$ cat src/rtl/msr_pkg.sv
package msr_pkg;

    typedef enum logic [1:0] {
        ST_SETTLE = 2'd0,
        ST_TRACK  = 2'd1,
        ST_LOOP   = 2'd2
    } msr_mode_e;

    // line positions within a nibble (status high half and change flags)
    localparam int LINE_CTS = 0;
    localparam int LINE_DSR = 1;
    localparam int LINE_RI  = 2;
    localparam int LINE_DCD = 3;
    localparam int NUM_LINES = 4;

    // control register bit positions
    localparam int CTL_DTR  = 0;
    localparam int CTL_RTS  = 1;
    localparam int CTL_OUT1 = 2;
    localparam int CTL_OUT2 = 3;
    localparam int CTL_LOOP = 4;
    localparam int CTL_W    = 5;

    localparam logic [NUM_LINES-1:0] LINES_RESET = 4'b1011;
    localparam logic [CTL_W-1:0]     CTL_RESET   = 5'b01000;

    // loopback: control outputs seen as line states
    function automatic logic [NUM_LINES-1:0] loop_lines(input logic [CTL_W-1:0] c);
        logic [NUM_LINES-1:0] m;
        m[LINE_CTS] = c[CTL_RTS];
        m[LINE_DSR] = c[CTL_DTR];
        m[LINE_RI]  = c[CTL_OUT1];
        m[LINE_DCD] = c[CTL_OUT2];
        return m;
    endfunction

endpackage

$ cat src/rtl/msr_line_sync.sv
module msr_line_sync #(
    parameter int WIDTH = 4,
    parameter int STAGES = 2,
    parameter logic [WIDTH-1:0] RESET_VAL = '0
) (
    input  logic             clk,
    input  logic             rst_n,
    input  logic [WIDTH-1:0] d,
    output logic [WIDTH-1:0] q
);
    logic [STAGES-1:0][WIDTH-1:0] chain_q;

    always_ff @(posedge clk or negedge rst_n) begin
        if (!rst_n) begin
            for (int i = 0; i < STAGES; i++) chain_q[i] <= RESET_VAL;
        end else begin
            chain_q[0] <= d;
            for (int i = 1; i < STAGES; i++) chain_q[i] <= chain_q[i-1];
        end
    end

    assign q = chain_q[STAGES-1];
endmodule

$ cat src/rtl/msr_mode_fsm.sv
module msr_mode_fsm
    import msr_pkg::*;
#(
    parameter int SETTLE_CYCLES = 3
) (
    input  logic clk,
    input  logic rst_n,
    input  logic loop_req,
    output logic track_en,
    output logic load_en,
    output logic in_loop,
    output logic in_settle
);
    localparam int CW = $clog2(SETTLE_CYCLES + 1);
    localparam logic [CW-1:0] LAST = CW'(SETTLE_CYCLES - 1);

    msr_mode_e state_q, state_d;
    logic [CW-1:0] cnt_q;
    logic settle_done;

    assign settle_done = (cnt_q == LAST);

    // state register and settle counter
    always_ff @(posedge clk or negedge rst_n) begin
        if (!rst_n) begin
            state_q <= ST_SETTLE;
            cnt_q   <= '0;
        end else begin
            state_q <= state_d;
            if (state_d != state_q || state_q != ST_SETTLE) cnt_q <= '0;
            else cnt_q <= cnt_q + CW'(1);
        end
    end

    // transitions
    always_comb begin
        state_d = state_q;
        unique case (state_q)
            ST_SETTLE: if (settle_done) state_d = loop_req ? ST_LOOP : ST_TRACK;
            ST_TRACK:  if (loop_req) state_d = ST_LOOP;
            ST_LOOP:   if (!loop_req) state_d = ST_SETTLE;
            default:   state_d = ST_SETTLE;
        endcase
    end

    // outputs
    always_comb begin
        track_en  = (state_q == ST_TRACK) && !loop_req;
        load_en   = (state_q == ST_SETTLE);
        in_loop   = (state_q == ST_LOOP);
        in_settle = (state_q == ST_SETTLE);
    end
endmodule

$ cat src/rtl/msr_status_reg.sv
module msr_status_reg
    import msr_pkg::*;
#(
    parameter int NL = NUM_LINES,
    parameter logic [NL-1:0] RESET_LINES = LINES_RESET
) (
    input  logic            clk,
    input  logic            rst_n,
    input  logic [NL-1:0]   lines,
    input  logic            track_en,
    input  logic            load_en,
    input  logic            rd_clear,
    output logic [2*NL-1:0] status_q
);
    logic [NL-1:0] level_q, flag_q, events, level_d, flag_d;

    // per-line change detection; ring flags only its trailing edge
    for (genvar g = 0; g < NL; g++) begin : g_evt
        if (g == LINE_RI) begin : g_trail
            assign events[g] = track_en && level_q[g] && !lines[g];
        end else begin : g_any
            assign events[g] = track_en && (level_q[g] ^ lines[g]);
        end
    end

    always_comb begin
        level_d = (track_en || load_en) ? lines : level_q;
        flag_d  = (rd_clear ? '0 : flag_q) | events;
    end

    always_ff @(posedge clk or negedge rst_n) begin
        if (!rst_n) begin
            level_q <= RESET_LINES;
            flag_q  <= '0;
        end else begin
            level_q <= level_d;
            flag_q  <= flag_d;
        end
    end

    assign status_q = {level_q, flag_q};
endmodule

$ cat src/rtl/msr_ctrl_reg.sv
module msr_ctrl_reg
    import msr_pkg::*;
#(
    parameter int W = CTL_W,
    parameter logic [W-1:0] RESET_VAL = CTL_RESET
) (
    input  logic         clk,
    input  logic         rst_n,
    input  logic         wr_en,
    input  logic [W-1:0] wdata,
    output logic [W-1:0] ctl_q
);
    always_ff @(posedge clk or negedge rst_n) begin
        if (!rst_n) ctl_q <= RESET_VAL;
        else if (wr_en) ctl_q <= wdata;
    end
endmodule

$ cat src/rtl/modem_status_unit.sv
module modem_status_unit
    import msr_pkg::*;
#(
    parameter int ADDR_W = 1,
    parameter int SYNC_STAGES = 2
) (
    input  logic              clk,
    input  logic              rst_n,
    input  logic [ADDR_W-1:0] bus_addr,
    input  logic              bus_wr,
    input  logic              bus_rd,
    input  logic [7:0]        bus_wdata,
    output logic [7:0]        bus_rdata,
    input  logic              line_cts,
    input  logic              line_dsr,
    input  logic              line_ri,
    input  logic              line_dcd,
    output logic              ctl_dtr,
    output logic              ctl_rts,
    output logic              ctl_out1,
    output logic              ctl_out2,
    output logic              loop_mode,
    output logic              delta_pend
);
    localparam int DATA_W = 8;
    localparam int NL = NUM_LINES;
    localparam int SETTLE_CYCLES = SYNC_STAGES + 1;
    localparam logic [ADDR_W-1:0] ADDR_CTRL   = ADDR_W'(0);
    localparam logic [ADDR_W-1:0] ADDR_STATUS = ADDR_W'(1);

    logic [NL-1:0]     raw_lines, sync_lines;
    logic [CTL_W-1:0]  ctl_q;
    logic [2*NL-1:0]   status_q;
    logic              track_en, load_en, mode_loop, mode_settle;
    logic              rd_status, rd_clear, wr_ctrl;
    logic [DATA_W-1:0] rd_value;

    always_comb begin
        raw_lines[LINE_CTS] = line_cts;
        raw_lines[LINE_DSR] = line_dsr;
        raw_lines[LINE_RI]  = line_ri;
        raw_lines[LINE_DCD] = line_dcd;
    end

    msr_line_sync #(.WIDTH(NL), .STAGES(SYNC_STAGES), .RESET_VAL(LINES_RESET)) sync_i (
        .clk(clk), .rst_n(rst_n), .d(raw_lines), .q(sync_lines));

    assign wr_ctrl = bus_wr && (bus_addr == ADDR_CTRL);

    msr_ctrl_reg #(.W(CTL_W), .RESET_VAL(CTL_RESET)) ctrl_i (
        .clk(clk), .rst_n(rst_n), .wr_en(wr_ctrl),
        .wdata(bus_wdata[CTL_W-1:0]), .ctl_q(ctl_q));

    msr_mode_fsm #(.SETTLE_CYCLES(SETTLE_CYCLES)) fsm_i (
        .clk(clk), .rst_n(rst_n), .loop_req(ctl_q[CTL_LOOP]),
        .track_en(track_en), .load_en(load_en),
        .in_loop(mode_loop), .in_settle(mode_settle));

    assign rd_status = bus_rd && (bus_addr == ADDR_STATUS);
    assign rd_clear  = rd_status && !ctl_q[CTL_LOOP];

    msr_status_reg #(.NL(NL), .RESET_LINES(LINES_RESET)) stat_i (
        .clk(clk), .rst_n(rst_n), .lines(sync_lines),
        .track_en(track_en), .load_en(load_en), .rd_clear(rd_clear),
        .status_q(status_q));

    always_comb begin
        rd_value = '0;
        if (bus_addr == ADDR_CTRL) begin
            rd_value[CTL_W-1:0] = ctl_q;
        end else if (bus_addr == ADDR_STATUS) begin
            if (ctl_q[CTL_LOOP]) rd_value = {loop_lines(ctl_q), {NL{1'b0}}};
            else rd_value = status_q;
        end
    end

    always_ff @(posedge clk or negedge rst_n) begin
        if (!rst_n) bus_rdata <= '0;
        else if (bus_rd) bus_rdata <= rd_value;
    end

    assign ctl_dtr    = ctl_q[CTL_DTR];
    assign ctl_rts    = ctl_q[CTL_RTS];
    assign ctl_out1   = ctl_q[CTL_OUT1];
    assign ctl_out2   = ctl_q[CTL_OUT2];
    assign loop_mode  = ctl_q[CTL_LOOP];
    assign delta_pend = |status_q[NL-1:0];
endmodule

$ cat config.mk
export PLATFORM = sky130hd
export DESIGN_NAME = modem_status_unit
export DESIGN_NICKNAME = d
export VERILOG_FILES = /design/src/rtl/msr_pkg.sv /design/src/rtl/msr_line_sync.sv /design/src/rtl/msr_mode_fsm.sv /design/src/rtl/msr_status_reg.sv /design/src/rtl/msr_ctrl_reg.sv /design/src/rtl/modem_status_unit.sv
export SDC_FILE = /design/constraint.sdc
export NUM_CORES = 1
export LEC_CHECK = 0
export CAP_MARGIN = 10
export CORE_MARGIN = 2
export CORE_UTILIZATION = 51
export CTS_BUF_LIST = sky130_fd_sc_hd__clkbuf_4
export DETAILED_ROUTE_END_ITERATION = 12
export GPL_TIMING_DRIVEN = 0
export PLACE_DENSITY = 0.92
export SLEW_MARGIN = 0
export SYNTH_ARGS = -nofsm -noshare
export SYNTH_HDL_FRONTEND = slang
export SYNTH_SLANG_ARGS = --single-unit
export TNS_END_PERCENT = 30
$ cat constraint.sdc
create_clock -name clk -period 1.49 [get_ports clk]
set_clock_uncertainty 0.15 [all_clocks]
set_input_delay 0.3725 -clock clk [delete_from_list [all_inputs] [get_ports clk]]
set_output_delay 0.3725 -clock clk [all_outputs]
set_load 0.005 [all_outputs]
* Word-level counts from Yosys, hierarchy flattened
Cells that the tools add are included. W data, S select, Z words.
Cells by class: divide/modulo/power cells 0, multipliers 0, shift-type cells 0, eq/ne operators 4, add/sub/neg operators 1, muxes and demuxes 10, reductions and logical operators 16, bitwise gates (word level) 5, order comparisons 0
Operators with widths (number):
- $mux W2 | 5
- $logic_and A1 B1 Y1 | 9
- $mux W8 | 1
- $pmux W2 S3 | 1
- $mux W5 | 1
- $eq A2 B2 Y1 const B | 2
- $mux W4 | 1
- $or A4 B4 Y4 | 1
- $reduce_or A4 Y1 | 1
- $mux W3 | 1
- $xor A1 B1 Y1 | 3
- $add A2 B1 Y2 const B | 1
- $eq A2 B1 Y1 const B | 1
- $logic_not A1 Y1 | 2
- $logic_not A2 Y1 | 1
- $logic_or A1 B1 Y1 | 2
- $ne A2 B2 Y1 | 1
- $reduce_bool A2 Y1 | 1
- $not A1 Y1 | 1
Word-level totals: register bits after elaboration 33, bits in read-only memories 0, output and inout bits 14, logic and storage cells 44, bits in latches 0, memories 0, memory bits (writable) 0

* Longest topological paths before layout
Gate-level depths: netlist of the first run.
depth in word-level cells 6, mapped depth 4, gate-level depth less buffers 4

* Hierarchy
From an unflattened synthesis of the first run, not the netlist that was laid out.
Unflattened totals: cells, all modules 103, area total of the unflattened synthesis 1378.8 sq um
Modules (own cells, without submodules):
- modem_status_unit | seq. area each 200.2 sq um, area an instance 435.4 sq um, cells an instance 42, times used 1
- msr_status_reg | seq. area each 203.9 sq um, area an instance 344.1 sq um, cells an instance 22, times used 1
- msr_line_sync | seq. area each 207.7 sq um, area an instance 237.7 sq um, cells an instance 12, times used 1
- msr_ctrl_reg | seq. area each 126.4 sq um, area an instance 182.7 sq um, cells an instance 10, times used 1
- msr_mode_fsm | seq. area each 100.1 sq um, area an instance 178.9 sq um, cells an instance 17, times used 1

* Worst setup path before layout of the first run
Ideal clock, no wire load.
path kind reg2out, from reg stat_i.flag_q[3], to out delta_pend, path slack 77 ps, required time 967 ps, path buffers 0, stages on the path, launching flop included 2, arrival time 890 ps, cell sequence dfrtp_1 -> or4_1
On the way: cells in the longest elaborated chain, start to end 1
Ends and longest elaborated chain:
- from (decl) | line msr_status_reg.sv:15 | logic [NL-1:0] level_q, flag_q, events, level_d, flag_d;
- from (signal assigned) | line msr_status_reg.sv:37 | flag_q <= flag_d;
- $reduce_or A4 Y1 | line modem_status_unit.sv:87 | assign delta_pend = |status_q[NL-1:0];
- to (decl) | line modem_status_unit.sv:23 | output logic delta_pend
No other way between the ends.

* Final worst setup path of the first run
Same ends and word-level chain as after synthesis.

==> results.toml, run 1 <==
[status]
status = "finished, violations left"
violations = "negative setup slack"

[global_routing]
grt_usage_pct = 18.3
grt_antenna_before_repair = 0
pin_count_of_the_biggest_net_entering_global_routing = 21
grt_pass1_wl_um = 4200
globalRouteOverflowTotal = 0
vias_in_the_first_global_route = 906

[placed_design]
globalplace.congestion = 0.744
portBuffers = 27
hpwl_um = 1830
post-place-ws_ns = -0.404

[route]
postRouteWirelength_um = 2420
detail_route.wirelength.met1_um = 928
drt-wirelength-per-cell_um = 14.4
drt-pass1-iter-count = 4
detail_route.drc_violations = 0
highest-signal-layer = "met4"
antenna_violation_net_count_after_detailed_routing = 0
vias_per_cell = 5.23
detailroute.wirelength.met2_um = 1320
vias = 878
drtIter0Drc = 9
met3WireLength_um = 138

[floorplan]
die-width_um = 55.3
fp.dieH_um = 55.3
io_pins = 31
fp.dieArea_mm2 = 0.00305
design.core.area_mm2 = 0.00248
placementRows = 18
initial_utilization_pct = 54.1

[synth]
ys_seq_area_share_pct = 62.6
synth_cell_types = 29
synth_nets = 115
synth_area_per_cell_um2 = 13.8
post_synthesis_instance_total = 97
ys_seq_elements = 33
synth-warning-count = 0
netlist_area_mm2 = 0.00134

[worst_setup_path]
timing.critical_path.slowest_stage_cell = "sky130_fd_sc_hd__or4_1"
worstPathCellList = "or4_1 -> buf_2"
r2r_slack_ns = 0.09
worstPathMaxFanout = 2
worstSetupPathType = "reg2out"
timing.critical_path.max_delay_family = "simple AND/OR/NAND/NOR gates"
critical_path_required_ns = 0.97
crit_path_start_kind = "flop"
timing.critical_path.slowest_cell_delay_ns = 0.52
cp_data_arrival_time_ns = 1.37
critical_path.n_buffers_inverters = 1
rr_startpoint = "ctrl_i.ctl_q[4]$_DFFE_PN0P_"
timing.reg2reg.worst_path_depth = 3
timing.rr.end = "stat_i.level_q[2]$_DFFE_PN0P_"
timing.critical_path.to_type = "primary output"

[timing]
unrepaired_setup_endpoints_after_global_routing = "true"
timing.final.crit_share_pct = 127
final-setup-viol-count = 1
hold-worst-slack_ns = 0.209
final-max-slew-violation-count = 0
max-slew-margin-rel_pct = 57.9
fin_ws_ns = -0.398
finalSetupTns_ns = -0.398
achievable-frequency_mhz = 530
post-route-min-period_ns = 1.89
tightestPinTransition_ns = 0.629
hold_viol = 0

[worst_hold_path]
hold_path.startpoint = "sync_i.chain_q[1]$_DFF_PN1_"
worstHoldEndpoint = "sync_i.q[1]$_DFF_PN1_"
holdPathStages = 0
class_of_the_tightest_hold_or_removal_check = "reg2reg"

[pwr]
worst_ir_drop_vdd_v = 0.000973
pwr_density_cell_mw_per_mm2 = 1460
power_uw = 2540
static-leakage-power_uw = 0.000795

[finish]
diodes = 0
final_layout_size_suffix_gt1_share_pct = 32.6
layout_commonest_cell = "sky130_fd_sc_hd__dfrtp_1"
area.growth.synth_to_final_pct = 30.3
final_cell_mix = "sky130_fd_sc_hd__dfrtp_1 (22), sky130_fd_sc_hd__clkdlybuf4s50_1 (12), sky130_fd_sc_hd__dfstp_2 (10)"
design.final.nets = 155

[clock_network]
clkSinkCount = 33
number_of_hold_repair_buffers_added_at_the_cts_stage = 0
cts_tree = "done"
ctsLongestPathBuffers = 2
clk_pin_slew_worst_paths_ns = 0.08
cts_buffers = 5
ctsRootBufferMaster = "sky130_fd_sc_hd__clkbuf_4"
clk-insertion-delay-late_ns = 0.33
clock_tree.htree_level_count = 2

[job]
maxCapViolCount = 0
worst reg2reg max path, cell delays in order (launching register included):
cell	delay [ns]
sky130_fd_sc_hd__dfrtp_2	0.41
sky130_fd_sc_hd__buf_4	0.17
sky130_fd_sc_hd__a21oi_4	0.24
sky130_fd_sc_hd__mux2_4	0.32
how the worst max path moves through the flow:
stage / startpoint / to / slack (ns) / cells after the start
final: stat_i.flag_q[3]$_DFF_PN0_ / delta_pend / -0.40 / 2
after global routing: stat_i.flag_q[2]$_DFF_PN0_ / delta_pend / -0.45 / 2
after CTS: stat_i.flag_q[2]$_DFF_PN0_ / delta_pend / -0.42 / 2
after detailed placement: stat_i.flag_q[3]$_DFF_PN0_ / delta_pend / -0.40 / 2
after global placement: rst_n / fsm_i.cnt_q[0]$_DFF_PN0_ / -0.62 / 1
after floorplan: stat_i.flag_q[3]$_DFF_PN0_ / delta_pend / 0.08 / 1
layout make-up:
| type | instances | area [um2] |
|---|---|---|
| flip-flops and latches | 33 | 840 |
| fillers | 180 | 732 |
| multi-input cells | 56 | 459 |
| repair buffers | 33 | 307 |
| clock buffers | 7 | 52.6 |
| well taps | 30 | 37.5 |
| plain buffers | 3 | 27.5 |
| inverters | 5 | 18.8 |
| clock inverters | 1 | 3.75 |
cells by family after synthesis:
kind of cell / count (synthesis) / synth area share, %
AND/OR/NAND/NOR: 26 / 12.0
adder cells (fa/ha/maj): 1 / 0.934
AO/OA/AOI/OAI: 14 / 8.40
XOR/XNOR: 3 / 1.96
flip-flops: 33 / 62.6
buffers and inverters: 8 / 3.17
multiplexers: 12 / 10.9
per-layer routing:
metal  vias to the layer above  GRT usage (%)
li1                        423              -
met2                        30           31.8
met3                         3           6.79
met1                       422           20.5
met5                         -              0
met4                         0           6.27
through the flow:
stage	cell area [um2]	utilization [%]	std cells
floorplan	1340	-	97
global placement	1650	66.5	154
detailed placement	1660	67.1	155
CTS	1750	70.6	168
global route	1750	70.5	168
finish	1750	70.5	168
flip-flops by register name, summed over array words and instances, names as in the netlist:
register / count
bus_rdata: 8
ctrl_i.ctl_q: 5
fsm_i.cnt_q: 2
stat_i.flag_q: 4
sync_i.chain_q: 4
sync_i.q: 4
stat_i.level_q: 4
fsm_i.state_q: 2
synth_stat cells:
cell / number / area, um2
sky130_fd_sc_hd__nor2b_1: 1 / 6.26
sky130_fd_sc_hd__nor2b_2: 1 / 8.76
sky130_fd_sc_hd__a21o_1: 1 / 7.51
sky130_fd_sc_hd__nor3_1: 1 / 5.00
sky130_fd_sc_hd__nand3b_1: 6 / 45.0
sky130_fd_sc_hd__nand2_1: 2 / 7.51
sky130_fd_sc_hd__a31o_1: 1 / 8.76
sky130_fd_sc_hd__buf_4: 1 / 7.51
sky130_fd_sc_hd__or4_1: 1 / 7.51
sky130_fd_sc_hd__ha_1: 1 / 12.5
sky130_fd_sc_hd__a32o_1: 1 / 10.0
sky130_fd_sc_hd__mux2_2: 5 / 56.3
sky130_fd_sc_hd__a31oi_1: 4 / 25.0
sky130_fd_sc_hd__mux2_4: 4 / 60.1
sky130_fd_sc_hd__and3_1: 1 / 6.26
sky130_fd_sc_hd__xor2_1: 3 / 26.3
sky130_fd_sc_hd__o22ai_1: 3 / 18.8
sky130_fd_sc_hd__nand2b_1: 4 / 25.0
sky130_fd_sc_hd__buf_2: 1 / 5.00
sky130_fd_sc_hd__or3_4: 1 / 11.3
sky130_fd_sc_hd__buf_6: 1 / 11.3
sky130_fd_sc_hd__dfrtp_1: 23 / 576
sky130_fd_sc_hd__nor3b_2: 1 / 12.5
sky130_fd_sc_hd__dfstp_2: 10 / 263
sky130_fd_sc_hd__a22o_1: 3 / 26.3
sky130_fd_sc_hd__mux2i_1: 3 / 30.0
sky130_fd_sc_hd__a21oi_4: 1 / 16.3
sky130_fd_sc_hd__nor2_1: 7 / 26.3
sky130_fd_sc_hd__inv_1: 5 / 18.8
timing repair:
| item | in CTS | in global routing |
|---|---|---|
| pin swaps | 1 | 1 |
| setup endpoints to repair | 14 | 9 |
| resized for setup | 33 | 6 |
| buffers inserted | 5 | 0 |
| cloned | 0 | 0 |
where the power goes:
part           total (uW)  leakage [uW]  internal [uW]  switching, uW
sequential           1300      0.000390           1130            167
combinational         757      0.000371            463            295
clock                 481     0.0000338            217            264
total                2540      0.000795           1810            725
Power figures use the tool's default switching activity.
==> inputs of run 2 (changes only) <==
--- a/config.mk
+++ b/config.mk
@@ -7,11 +7,11 @@
 export LEC_CHECK = 0
 export CAP_MARGIN = 10
 export CORE_MARGIN = 2
-export CORE_UTILIZATION = 51
+export CORE_UTILIZATION = 35
 export CTS_BUF_LIST = sky130_fd_sc_hd__clkbuf_4
 export DETAILED_ROUTE_END_ITERATION = 12
 export GPL_TIMING_DRIVEN = 0
-export PLACE_DENSITY = 0.92
+export PLACE_DENSITY = 0.7
 export SLEW_MARGIN = 0
 export SYNTH_ARGS = -nofsm -noshare
 export SYNTH_HDL_FRONTEND = slang
==> run 2 against run 1 <==
The flow still finishes with violations (negative setup slack). Power rose by 0.33%. Via count fell by 2.1%. First-iteration DRC count rose to 3.3 times the previous value. Critical path depth did not move. Flip-flop and latch count did not move. Sequential share of layout area rose by 0.069 points. Worst hold slack got worse by 0.0092 ns. Worst setup slack got worse by 0.028 ns. Fmax fell by 1.5%. Count of clock-buffer cells in the layout did not move. Sequential power barely moved. Largest cell class unchanged. Largest power group unchanged. Highest routed layer unchanged.
==> results.toml, run 2 (synthesized netlist as in run 1, its figures left out) <==
[worst_setup_path]
worstPathMaxFanout = 2
critical_path_required_ns = 0.97
timing.reg2reg.worst_path_depth = 3
worstSetupPathType = "reg2out"
timing.critical_path.to_type = "primary output"
cp_data_arrival_time_ns = 1.39
crit_path_start_kind = "flop"

[clock_network]
cts_buffers = 5
clock_tree.htree_level_count = 2
ctsRootBufferMaster = "sky130_fd_sc_hd__clkbuf_4"
clkSinkCount = 33
clk-insertion-delay-late_ns = 0.33
number_of_hold_repair_buffers_added_at_the_cts_stage = 0
cts_tree = "done"
clk_pin_slew_worst_paths_ns = 0.09
ctsLongestPathBuffers = 2

[timing]
tightestPinTransition_ns = 0.869
hold_viol = 0
post-route-min-period_ns = 1.92
final-max-slew-violation-count = 0
final-setup-viol-count = 1
fin_ws_ns = -0.426
max-slew-margin-rel_pct = 41.9
unrepaired_setup_endpoints_after_global_routing = "true"
achievable-frequency_mhz = 522
hold-worst-slack_ns = 0.200
timing.final.crit_share_pct = 129

[placed_design]
post-place-ws_ns = -0.421
portBuffers = 27
globalplace.congestion = 0.760
placed_cells_incl_taps = 173
hpwl_um = 1720

[global_routing]
vias_in_the_first_global_route = 867
grt_antenna_before_repair = 0
grt_pass1_wl_um = 4060
grt_usage_pct = 13.1
globalRouteOverflowTotal = 0
pin_count_of_the_biggest_net_entering_global_routing = 19

[route]
detail_route.drc_violations = 0
postRouteWirelength_um = 2430
drt-wirelength-per-cell_um = 12.9
antenna_violation_net_count_after_detailed_routing = 0
drt-pass1-iter-count = 4
drtIter0Drc = 30
vias = 860
vias_per_cell = 4.57

[pwr]
worst_ir_drop_vdd_v = 0.000599
pwr_density_cell_mw_per_mm2 = 1460
static-leakage-power_uw = 0.000795

[finish]
finish.utilization_pct = 47.6
seq_area_um2 = 840
area.growth.synth_to_final_pct = 30.1
layout_commonest_cell = "sky130_fd_sc_hd__dfrtp_1"
largest_reg_flops = 8
reg_top3 = "bus_rdata (8), ctrl_i.ctl_q (5)"
nFillCells = 344
final_cell_mix = "sky130_fd_sc_hd__dfrtp_1 (22), sky130_fd_sc_hd__clkdlybuf4s50_1 (13), sky130_fd_sc_hd__dfstp_2 (10)"
final_cell_count_no_fill = 188
diodes = 0
final_layout_size_suffix_gt1_share_pct = 39.3
design.final.nets = 157
multi_input_comb_area_um2 = 459
largest_reg_by_ff_count = "bus_rdata"

[floorplan]
placementRows = 22
die-width_um = 65.9
initial_utilization_pct = 36.6
fp.dieH_um = 65.9
fp.dieArea_mm2 = 0.00434
io_pins = 31
design.core.area_mm2 = 0.00366

[status]
status = "finished, violations left"
violations = "negative setup slack"

[job]
maxCapViolCount = 0

[worst_hold_path]
class_of_the_tightest_hold_or_removal_check = "reg2reg"
holdPathStages = 0
[run 2: layer usage]
metal	GRT usage [%]	share of wire, %
met3	4.77	5.2
met2	19.8	50
met1	16.0	43
met4	7.29	1.7
met5	0	0
[run 2: through the flow]
stage | power (uW) | TNS, ns | cell area (um2)
floorplan | 1760 | 0 | 1340
global placement | 2050 | -22.89 | 1670
detailed placement | 2090 | -7.93 | 1700
CTS | 2610 | -0.506 | 1780
global route | 2750 | -0.557 | 1740
finish | 2550 | -0.426 | 1740
[run 2: repair_timing]
item / 4_1_cts / 5_1_grt
gates resized for setup: 37 / 9
endpoints found under the hold margin: 0 / 0
buffers inserted: 6 / 1
setup endpoints to repair: 14 / 11
gates cloned: 0 / 0
pin swaps: 1 / 0
[run 2: cell type report]
class	count	area share, %
clock buffer	7	3.02
tap	48	3.45
timing repair buffer	35	16.4
multi-input combinational	56	26.3
clock inverter	1	0.215
sequential	33	48.2
inverter	5	1.08
buffer	3	1.36
[run 2: critical path, cell delays in order (launching register included)]
cell and delay (ns):
sky130_fd_sc_hd__dfrtp_1 0.41, sky130_fd_sc_hd__or4_1 0.52, sky130_fd_sc_hd__buf_2 0.15
[run 2: worst paths after layout]
path                                             start  slack, ns                       endpoint
setup / recovery            stat_i.flag_q[3]$_DFF_PN0_      -0.43                     delta_pend
hold / removal             sync_i.chain_q[2]$_DFF_PN0_       0.20          sync_i.q[2]$_DFF_PN0_
setup reg to reg           ctrl_i.ctl_q[4]$_DFFE_PN0P_       0.06  stat_i.level_q[2]$_DFFE_PN0P_
hold reg to reg            sync_i.chain_q[2]$_DFF_PN0_       0.20          sync_i.q[2]$_DFF_PN0_
max in group asynchronous                        rst_n       0.16  stat_i.level_q[0]$_DFFE_PN1P_
min in group asynchronous                        rst_n       0.39    ctrl_i.ctl_q[2]$_DFFE_PN0P_
[run 2: power breakdown]
part	internal (uW)	leakage [uW]	total [uW]	switching, uW
clock network	218	0.0000338	500	283
registers	1130	0.000390	1290	158
logic	453	0.000371	756	303
